==> config.mk <==
export PLATFORM = sky130hd
export DESIGN_NAME = avi_pkt_sched
export DESIGN_NICKNAME = d
export VERILOG_FILES = /design/src/rtl/avi_sched_pkg.sv /design/src/rtl/avi_ctrl_regs.sv /design/src/rtl/avi_rate_gate.sv /design/src/rtl/avi_pkt_xmit.sv /design/src/rtl/avi_pkt_sched.sv
export SDC_FILE = /design/constraint.sdc
export NUM_CORES = 1
export LEC_CHECK = 0
export BUFFER_PORTS_ARGS = -buffer_cell sky130_fd_sc_hd__buf_2
export CAP_MARGIN = 20
export CELL_PAD_IN_SITES_DETAIL_PLACEMENT = 1
export CELL_PAD_IN_SITES_GLOBAL_PLACEMENT = 1
export CORE_UTILIZATION = 30
export CTS_CLUSTER_DIAMETER = 200
export CTS_CLUSTER_SIZE = 14
export DETAILED_ROUTE_END_ITERATION = 10
export GPL_ROUTABILITY_DRIVEN = 0
export PLACE_DENSITY = 0.6
export SETUP_SLACK_MARGIN = 0.3
export SLEW_MARGIN = 20
export SYNTH_ARGS = -nofsm -noshare
export SYNTH_HDL_FRONTEND = slang
export SYNTH_HIERARCHICAL = 1
export SYNTH_SLANG_ARGS = --single-unit
==> constraint.sdc <==
create_clock -name clk -period 1.93 [get_ports clk]
set_input_delay 0.193 -clock clk [delete_from_list [all_inputs] [get_ports clk]]
set_output_delay 0.193 -clock clk [all_outputs]
set_load 0.005 [all_outputs]
==> src/rtl/avi_sched_pkg.sv <==
package avi_sched_pkg;

    // Control register bit positions (software-visible)
    localparam int unsigned EN_BIT   = 0;
    localparam int unsigned RATE_BIT = 1;
    localparam int unsigned UPD_BIT  = 2;

    typedef struct packed {
        logic upd_pend;
        logic every_other;
        logic send_en;
    } avi_ctrl_t;

endpackage

==> src/rtl/avi_ctrl_regs.sv <==
module avi_ctrl_regs
    import avi_sched_pkg::*;
#(
    parameter int unsigned WORD_W    = 32,
    parameter int unsigned NUM_WORDS = 4,
    parameter int unsigned ADDR_W    = 3
) (
    input  logic                          clk,
    input  logic                          rst_n,
    input  logic                          wr_en,
    input  logic [ADDR_W-1:0]             addr,
    input  logic [WORD_W-1:0]             wdata,
    output logic [WORD_W-1:0]             rdata,
    input  logic                          copy_ack,
    output logic [NUM_WORDS*WORD_W-1:0]   words_flat,
    output avi_ctrl_t                     ctrl
);
    localparam int unsigned IDX_W     = (NUM_WORDS > 1) ? $clog2(NUM_WORDS) : 1;
    localparam int unsigned CTRL_ADDR = NUM_WORDS;

    typedef struct packed {
        logic [NUM_WORDS-1:0][WORD_W-1:0] words;
        avi_ctrl_t                        ctrl;
    } regs_t;

    regs_t r_d, r_q;
    logic  ctrl_wr;
    logic  upd_req;

    always_comb begin
        r_d     = r_q;
        ctrl_wr = wr_en && (addr == ADDR_W'(CTRL_ADDR));
        upd_req = ctrl_wr && wdata[UPD_BIT];
        for (int i = 0; i < NUM_WORDS; i++) begin
            if (wr_en && (addr == ADDR_W'(i))) begin
                r_d.words[i] = wdata;
            end
        end
        if (ctrl_wr) begin
            r_d.ctrl.send_en     = wdata[EN_BIT];
            r_d.ctrl.every_other = wdata[RATE_BIT];
        end
        r_d.ctrl.upd_pend = (r_q.ctrl.upd_pend && !copy_ack) || upd_req;
    end

    always_ff @(posedge clk) begin
        if (!rst_n) begin
            r_q <= '0;
        end else begin
            r_q <= r_d;
        end
    end

    always_comb begin
        rdata = '0;
        if (addr < ADDR_W'(NUM_WORDS)) begin
            rdata = r_q.words[addr[IDX_W-1:0]];
        end else if (addr == ADDR_W'(CTRL_ADDR)) begin
            rdata[EN_BIT]   = r_q.ctrl.send_en;
            rdata[RATE_BIT] = r_q.ctrl.every_other;
            rdata[UPD_BIT]  = r_q.ctrl.upd_pend;
        end
    end

    assign words_flat = r_q.words;
    assign ctrl       = r_q.ctrl;


    pend_hold_chk: assert property (@(posedge clk) disable iff (!rst_n)
        r_q.ctrl.upd_pend && !copy_ack |=> r_q.ctrl.upd_pend);


    pend_clear_chk: assert property (@(posedge clk) disable iff (!rst_n)
        copy_ack && !(wr_en && (addr == ADDR_W'(CTRL_ADDR)) && wdata[UPD_BIT])
        |=> !r_q.ctrl.upd_pend);

endmodule

==> src/rtl/avi_rate_gate.sv <==
module avi_rate_gate (
    input  logic clk,
    input  logic rst_n,
    input  logic frame_start,
    input  logic send_en,
    input  logic every_other,
    input  logic busy,
    output logic fire
);
    logic tog_d, tog_q;

    always_comb begin
        tog_d = tog_q;
        if (!send_en || !every_other) begin
            tog_d = 1'b0;
        end else if (frame_start) begin
            tog_d = ~tog_q;
        end
        fire = frame_start && send_en && (!every_other || !tog_q) && !busy;
    end

    always_ff @(posedge clk) begin
        if (!rst_n) begin
            tog_q <= 1'b0;
        end else begin
            tog_q <= tog_d;
        end
    end


    alt_after_send_chk: assert property (@(posedge clk) disable iff (!rst_n)
        fire && every_other |=> tog_q);


    alt_skip_chk: assert property (@(posedge clk) disable iff (!rst_n)
        frame_start && send_en && every_other && tog_q |-> !fire);

endmodule

==> src/rtl/avi_pkt_xmit.sv <==
module avi_pkt_xmit #(
    parameter int unsigned WORD_W    = 32,
    parameter int unsigned NUM_WORDS = 4,
    localparam int unsigned IDX_W    = (NUM_WORDS > 1) ? $clog2(NUM_WORDS) : 1
) (
    input  logic                        clk,
    input  logic                        rst_n,
    input  logic                        frame_start,
    input  logic                        upd_pend,
    input  logic [NUM_WORDS*WORD_W-1:0] words_flat,
    input  logic                        fire,
    input  logic                        send_done,
    output logic                        copy_take,
    output logic                        busy,
    output logic                        send_req,
    output logic [IDX_W-1:0]            send_idx,
    output logic [WORD_W-1:0]           send_word
);
    localparam logic [IDX_W-1:0] LAST_IDX = IDX_W'(NUM_WORDS - 1);

    typedef struct packed {
        logic [NUM_WORDS-1:0][WORD_W-1:0] shadow;
        logic                             req;
        logic [IDX_W-1:0]                 idx;
    } xs_t;

    xs_t s_d, s_q;

    always_comb begin
        s_d       = s_q;
        copy_take = frame_start && upd_pend && !s_q.req;
        if (copy_take) begin
            s_d.shadow = words_flat;
        end
        if (fire) begin
            s_d.req = 1'b1;
            s_d.idx = '0;
        end else if (s_q.req && send_done) begin
            if (s_q.idx == LAST_IDX) begin
                s_d.req = 1'b0;
                s_d.idx = '0;
            end else begin
                s_d.idx = s_q.idx + 1'b1;
            end
        end
    end

    always_ff @(posedge clk) begin
        if (!rst_n) begin
            s_q <= '0;
        end else begin
            s_q <= s_d;
        end
    end

    assign busy      = s_q.req;
    assign send_req  = s_q.req;
    assign send_idx  = s_q.idx;
    assign send_word = s_q.shadow[s_q.idx];


    req_hold_chk: assert property (@(posedge clk) disable iff (!rst_n)
        s_q.req && !send_done |=> s_q.req && $stable(s_q.idx));


    idx_step_chk: assert property (@(posedge clk) disable iff (!rst_n)
        s_q.req && send_done && (s_q.idx != LAST_IDX)
        |=> s_q.req && (s_q.idx == $past(s_q.idx) + 1'b1));


    shadow_hold_chk: assert property (@(posedge clk) disable iff (!rst_n)
        !frame_start |=> $stable(s_q.shadow));


    busy_no_copy_chk: assert property (@(posedge clk) disable iff (!rst_n)
        s_q.req && frame_start |=> $stable(s_q.shadow));


    idle_done_chk: assert property (@(posedge clk) disable iff (!rst_n)
        !s_q.req && !fire |=> !s_q.req);

endmodule

==> src/rtl/avi_pkt_sched.sv <==
module avi_pkt_sched
    import avi_sched_pkg::*;
#(
    parameter int unsigned WORD_W    = 32,
    parameter int unsigned NUM_WORDS = 4,
    parameter int unsigned ADDR_W    = 3,
    localparam int unsigned IDX_W    = (NUM_WORDS > 1) ? $clog2(NUM_WORDS) : 1
) (
    input  logic              clk,
    input  logic              rst_n,
    input  logic              reg_wr_en,
    input  logic [ADDR_W-1:0] reg_addr,
    input  logic [WORD_W-1:0] reg_wdata,
    output logic [WORD_W-1:0] reg_rdata,
    input  logic              frame_start,
    output logic              send_req,
    output logic [IDX_W-1:0]  send_idx,
    output logic [WORD_W-1:0] send_word,
    input  logic              send_done
);
    logic [NUM_WORDS*WORD_W-1:0] words_flat;
    avi_ctrl_t                   ctrl;
    logic                        copy_take;
    logic                        busy;
    logic                        fire;

    avi_ctrl_regs #(
        .WORD_W    (WORD_W),
        .NUM_WORDS (NUM_WORDS),
        .ADDR_W    (ADDR_W)
    ) u_regs (
        .clk        (clk),
        .rst_n      (rst_n),
        .wr_en      (reg_wr_en),
        .addr       (reg_addr),
        .wdata      (reg_wdata),
        .rdata      (reg_rdata),
        .copy_ack   (copy_take),
        .words_flat (words_flat),
        .ctrl       (ctrl)
    );

    avi_rate_gate u_gate (
        .clk         (clk),
        .rst_n       (rst_n),
        .frame_start (frame_start),
        .send_en     (ctrl.send_en),
        .every_other (ctrl.every_other),
        .busy        (busy),
        .fire        (fire)
    );

    avi_pkt_xmit #(
        .WORD_W    (WORD_W),
        .NUM_WORDS (NUM_WORDS)
    ) u_xmit (
        .clk         (clk),
        .rst_n       (rst_n),
        .frame_start (frame_start),
        .upd_pend    (ctrl.upd_pend),
        .words_flat  (words_flat),
        .fire        (fire),
        .send_done   (send_done),
        .copy_take   (copy_take),
        .busy        (busy),
        .send_req    (send_req),
        .send_idx    (send_idx),
        .send_word   (send_word)
    );


    off_no_send_chk: assert property (@(posedge clk) disable iff (!rst_n)
        frame_start && !ctrl.send_en && !send_req |=> !send_req);


    every_frame_send_chk: assert property (@(posedge clk) disable iff (!rst_n)
        frame_start && ctrl.send_en && !ctrl.every_other && !send_req
        |=> send_req && (send_idx == '0));

endmodule

==> results of run 1 <==
-- tightest hold or removal path, delay by kind of cell --
| family | cells | cell delay [ns] |
|---|---|---|
| buffers and inverters | 1 | 0.19 |
| AND/OR/NAND/NOR | 1 | 0.12 |
| multiplexers | 1 | 0.05 |
-- cell usage after synthesis, drive strengths merged, types with 2 or more instances --
| library cell | n |
|---|---|
| a21bo | 2 |
| a21boi | 65 |
| a21oi | 3 |
| and4bb | 2 |
| buf | 70 |
| clkbuf | 45 |
| dfxtp | 263 |
| mux2 | 2 |
| mux2i | 135 |
| mux4 | 61 |
| nand2 | 418 |
| nand3 | 66 |
| nand4bb | 3 |
| nor2 | 3 |
| nor2b | 33 |
| nor3 | 2 |
| nor3b | 2 |
| o21ai | 65 |
-- state kept, by name (all words and copies together) (netlist names) --
name / count
u_xmit/send_idx: 2
u_xmit/s_q: 128
u_regs/ctrl: 3
u_gate/tog_q: 1
u_xmit/busy: 1
u_regs/words_flat: 128
-- cell type report --
cell class	instances	area, sq um
fillers	4379	23800
multi-input cells	874	6120
flip-flops and latches	263	5410
repair buffers	278	2260
well taps	518	648
clock buffers	23	576
clock inverters	1	5.00
diodes	1	2.50
-- report_power, final --
| group | internal, mW | switching, mW | total, mW |
|---|---|---|---|
| combinational | 0.341 | 0.457 | 0.798 |
| sequential | 5.49 | 0.0410 | 5.53 |
| clock | 2.10 | 1.97 | 4.07 |
| total | 7.93 | 2.47 | 10.4 |
-- metrics by stage --
stage / total power, mW / util [%]
2_1_floorplan: 6.05 / -
3_3_place_gp: 6.31 / 33.2
3_5_place_dp: 6.32 / 33.2
4_1_cts: 10.6 / 38.0
5_1_grt: 10.8 / 38.7
6_report: 10.4 / 38.7
-- logic make-up (layout without fill, tap and decap cells) --
kind of cell / count (synthesis) / count (layout) / synth area share, %
compound gates: 139 / 139 / 7.44
xor+xnor: 1 / 1 / 0.0739
buf+inv: 115 / 302 / 5.57
other cells: 0 / 1 / 0
fa+ha+maj: 1 / 1 / 0.106
mux: 198 / 198 / 23.2
simple gates: 535 / 535 / 19.2
flops: 263 / 263 / 44.4
-- routing by layer --
| layer | up-vias | part of all wire [%] |
|---|---|---|
| li1 | 4610 | - |
| met1 | 4703 | 50 |
| met2 | 116 | 46 |
| met3 | 34 | 2.8 |
| met4 | 0 | 1.3 |
| met5 | - | 0 |
-- path summary, 6_finish.rpt --
| path | cells past startpoint | endpoint | from | slack, ns |
|---|---|---|---|---|
| setup / recovery | 4 | send_word[28] | u_xmit/send_idx[1] | -0.12 |
| hold / removal | 3 | u_xmit/s_q[124] | rst_n | 0.12 |
| setup reg to reg | 3 | u_xmit/s_q[118] | u_xmit/busy | 0.38 |
| hold reg to reg | 2 | u_xmit/s_q[9] | u_xmit/s_q[9] | 0.45 |
-- repair_timing --
item	CTS	global route
pin swaps	3	2
endpoints found under the setup margin	65	65
cloned	1	1
resized for setup	135	33
setup buffers	84	12
endpoints found under the hold margin	127	0
hold buffers	34	0
==> results_dict.tcl, run 1 <==
set metrics [dict create \
    busiest_layer "met2" \
    arrival_ns 1.86 \
    finalNetCount 1480 \
    insertion_delay_ns 0.52 \
    dieArea_sq_mm 0.0403 \
    grt_pass1_wl_mm 55.9 \
    syn_area_sq_mm 0.0119 \
    leakagePower_nw 5.34 \
    yosysUniqueCellTypes 35 \
    finalMaxSlewViolations 0 \
    period_needed_ns 2.05 \
    hold_violations 0 \
    ant_nets 0 \
    syn2layout_area_growth_pct 26.6 \
    die_w_um 201 \
    fmax_mhz 488 \
    synth_ff_type "dfxtp_1" \
    start_util_pct 30.5 \
    core_sq_mm 0.0388 \
    crit_buf_inv 3 \
    avgViaCountPerCell 4.83 \
    mappedNetlistNets 1293 \
    rsz0062_at_grt "true" \
    antenna_found_initial 1 \
    stdcell_count 1958 \
    synth_seq_area_share_pct 44.4 \
    status "finished, violations left" \
    cts.clk_slew.worst_paths_ns 0.07 \
    use_met2_pct 29.2 \
    final_common_cell "nand2_1" \
    crit_chain "buf_12, buf_12, mux4_2, buf_2" \
    synth_top_cell_by_area "dfxtp_1" \
    yosysWarnings 6 \
    cpPeakStageDelay_ns 0.52 \
    syn_inst 1252 \
    remaining_drc_errors 0 \
    synth_async_sr_flop_share_pct 0 \
    grt_pass1_vias 9865 \
    cts_tree "yes" \
    tns_ns -1.58 \
    cp_top_family "multiplexers" \
    violations "negative setup slack" \
    grt_use_total_pct 17.5 \
    stdcell_area_sq_mm 0.0150 \
    dpl_cell_area_sq_mm 0.0129 \
    clock_skew_ns 0.0161 \
    drtIter0Drc 500 \
    numCtsBuffers 22 \
    hp-class "in2reg" \
    synth-edff-count 0 \
    dp_cells 1801 \
    slew-limit-headroom_pct 66.3 \
    io_pins 107 \
    yosysTopAreaCellShare_pct 44.4 \
    crit_slowest_cell "mux4_2" \
    portBuffers 106 \
    avgSynthCellArea_sq_um 9.47 \
    layout_common_cells "418 x nand2_1, 150 x dfxtp_1, 134 x mux2i_1, 116 x buf_4, 111 x dfxtp_2" \
    cts-root-buf "clkbuf_16" \
    crit_type "reg2out" \
    fin_ws_ns -0.118 \
    post_drt_wl_per_cell_um 18.3 \
    grt_max_degree 68 \
    vias 9463 \
    setup_viol 28 \
    gr-total-overflow 0 \
    ir_drop_uv 536 \
    grt.met1_usage_pct 24.5 \
    die_y_um 201 \
    cp_common_cell "buf_12" \
    cts.sinks 263 \
    worst_slew_pin_slew_ns 0.505 \
    dp_slack_ns 0.230 \
    ctsLongestPathBuffers 3 \
    holdWs_ns 0.118 \
    drive_gt1_share_pct 32.9 \
    synth.area.top_cells "dfxtp_1 44%, nand2_1 13%, mux4_2 12%" \
    dp_hpwl_mm 22.1 \
    cp-start-kind "flip-flop" \
    critical_path.max_fanout 7 \
    fin_crit_sh_pct 106 \
    use_met3_pct 2.03 \
    end_kind "primary output" \
    wl_mm 35.8 \
    power_density_mw_per_mm2 693 \
    htreeDepth 1 \
    num_rows 72 \
    synth-seq-cells 263 \
    maxCapViolCount 0 \
    dr.pass1.iters 4 \
    worst_ep_required_time_ns 1.74 \
]
No activity file was read; power rests on OpenSTA's default activity.
==> run 2, diff against run 1 <==
--- a/config.mk
+++ b/config.mk
@@ -14,10 +14,11 @@
 export CTS_CLUSTER_SIZE = 14
 export DETAILED_ROUTE_END_ITERATION = 10
 export GPL_ROUTABILITY_DRIVEN = 0
-export PLACE_DENSITY = 0.6
+export PLACE_DENSITY = 0.68
 export SETUP_SLACK_MARGIN = 0.3
 export SLEW_MARGIN = 20
 export SYNTH_ARGS = -nofsm -noshare
 export SYNTH_HDL_FRONTEND = slang
 export SYNTH_HIERARCHICAL = 1
 export SYNTH_SLANG_ARGS = --single-unit
+export TNS_END_PERCENT = 50
==> run 2 against run 1 <==
Effect of this change:
- the run still ends with negative setup slack left
- setup slack worse by 0.0072 ns
- core utilization down 0.91 points
- sequential power about the same
- register-to-register slack worse by 0.03 ns
- critical path depth up 1
- clock power about the same
- clock-buffer cell count unchanged
- non-clock buffer count down 66
- first-iteration DRC count down 2.4%
- clock skew down 0.0036 ns
- largest cell class unchanged
==> results_dict.tcl, run 2 (synthesis gave the netlist of run 1 again) <==
set metrics [dict create \
    status "finished, violations left" \
    violations "negative setup slack" \
    dp_hpwl_mm 22.9 \
    post_drt_wl_per_cell_um 18.5 \
    end_kind "primary output" \
    period_needed_ns 2.06 \
    rsz0062_at_grt "true" \
    critical_path.max_fanout 8 \
    dp_cells 1803 \
    leakagePower_nw 5.01 \
    clock_skew_ns 0.0125 \
    startpoint "u_xmit/send_idx[1]" \
    netSwitchingPower_mw 2.44 \
    finalNetCount 1414 \
    worstHoldEndpoint "u_xmit/s_q[30]" \
    vias 9335 \
    worst_slew_pin_slew_ns 0.467 \
    power_density_mw_per_mm2 705 \
    setup_viol 32 \
    grt_use_total_pct 17.2 \
    power.share.clock_pct 39.2 \
    cts_tree "yes" \
    p_comb_share_pct 7.3 \
    holdWs_ns 0.119 \
    hold_violations 0 \
    dieArea_sq_mm 0.0403 \
    die_y_um 201 \
    wl_mm 35.1 \
    start_util_pct 30.5 \
    ir_drop_uv 542 \
    worst_ep_required_time_ns 1.74 \
    grt_pass1_wl_mm 55.1 \
    p_seq_share_pct 53.5 \
    gr-total-overflow 0 \
    fin_ws_ns -0.125 \
    r2r_slack_ns 0.35 \
    utilization_pct 37.8 \
    drive_gt1_share_pct 28.1 \
    final_common_cell "nand2_1" \
    grt_max_degree 66 \
    reg2reg_depth 3 \
    core_sq_mm 0.0388 \
    remaining_drc_errors 0 \
    fmax_mhz 487 \
    insertion_delay_ns 0.52 \
    swShare_pct 23.6 \
    cts.sinks 263 \
    finalMaxSlewViolations 0 \
    slew-limit-headroom_pct 68.9 \
    crit_type "reg2out" \
    arrival_ns 1.86 \
    antenna_found_initial 0 \
    num_rows 72 \
    rr_startpoint "u_xmit/busy" \
    tns_ns -1.75 \
    io_pins 107 \
    grt_pass1_vias 9705 \
    cts.clk_slew.worst_paths_ns 0.07 \
    htreeDepth 1 \
    drtIter0Drc 488 \
    fin_crit_sh_pct 106 \
    avgViaCountPerCell 4.94 \
    hp-class "in2reg" \
    maxCapViolCount 0 \
    min_path_cells 3 \
    reg2reg_to "u_xmit/s_q[42]" \
    stdcell_count 1891 \
    cp-start-kind "flip-flop" \
    hold_path_startpoint "rst_n" \
    dr.pass1.iters 4 \
    portBuffers 106 \
    die_w_um 201 \
    diodes 0 \
    layout_common_cells "418 x nand2_1, 180 x dfxtp_1, 133 x mux2i_1, 93 x buf_2, 77 x dfxtp_2" \
    numCtsBuffers 22 \
    ant_nets 0 \
    syn2layout_area_growth_pct 23.7 \
    ctsLongestPathBuffers 3 \
    cellInternalPower_mw 7.90 \
    cts-root-buf "clkbuf_16" \
]
-- run 2: worst max path at each step --
stage	to	cells after the start	slack (ns)
after global placement	reg_rdata[13]	5	0.32
after global routing	send_word[29]	4	-0.18
final	send_word[31]	5	-0.13
after CTS	send_word[26]	4	-0.16
after floorplan	send_word[10]	3	0.42
after detailed placement	u_regs/words_flat[95]	6	0.27
-- run 2: area by class of cell --
cell class	instances	area, sq um
Tap cell	518	648
Sequential cell	263	5380
Clock inverter	1	5.00
Clock buffer	23	576
Fill cell	4360	24200
Timing Repair Buffer	212	1870
Multi-Input combinational cell	874	6180
-- run 2: power by group through the flow --
stage	clock [mW]	sequential [mW]	combinational (mW)
final	4.06	5.54	0.752
after global routing	4.39	5.54	0.816
after CTS	4.18	5.54	0.737
after detailed placement	0	5.66	0.653
after global placement	0	5.66	0.639
after floorplan	0	5.64	0.411
-- run 2: per-layer routing --
metal  share of wire (%)  GRT usage [%]  up-vias
li1                    -              -     4463
met1                  47           23.2     4707
met2                  48           29.3      133
met3                 2.8           2.01       32
met4                 1.5           3.90        0
met5                   0              0        -
-- run 2: what timing repair did --
action,in CTS,in global routing
cloned,3,0
endpoints found under the setup margin,64,88
pin swaps,3,3
hold endpoints to repair,128,0
buffers inserted,13,14
hold buffers,34,0
resized for setup,119,45
-- run 2: through the flow --
step	instance area, sq um	power, mW	worst slack [ns]
final	14700	10.3	-0.125
after global routing	14700	10.7	-0.181
after CTS	14400	10.5	-0.159
after detailed placement	13000	6.31	0.268
after global placement	13000	6.30	0.319
after floorplan	11900	6.05	0.419
-- run 2: critical path, stage by stage (launching register included) --
cell and delay, ns:
dfxtp_4 0.39, buf_12 0.13, buf_16 0.15, buf_4 0.13, mux4_2 0.38, buf_6 0.16
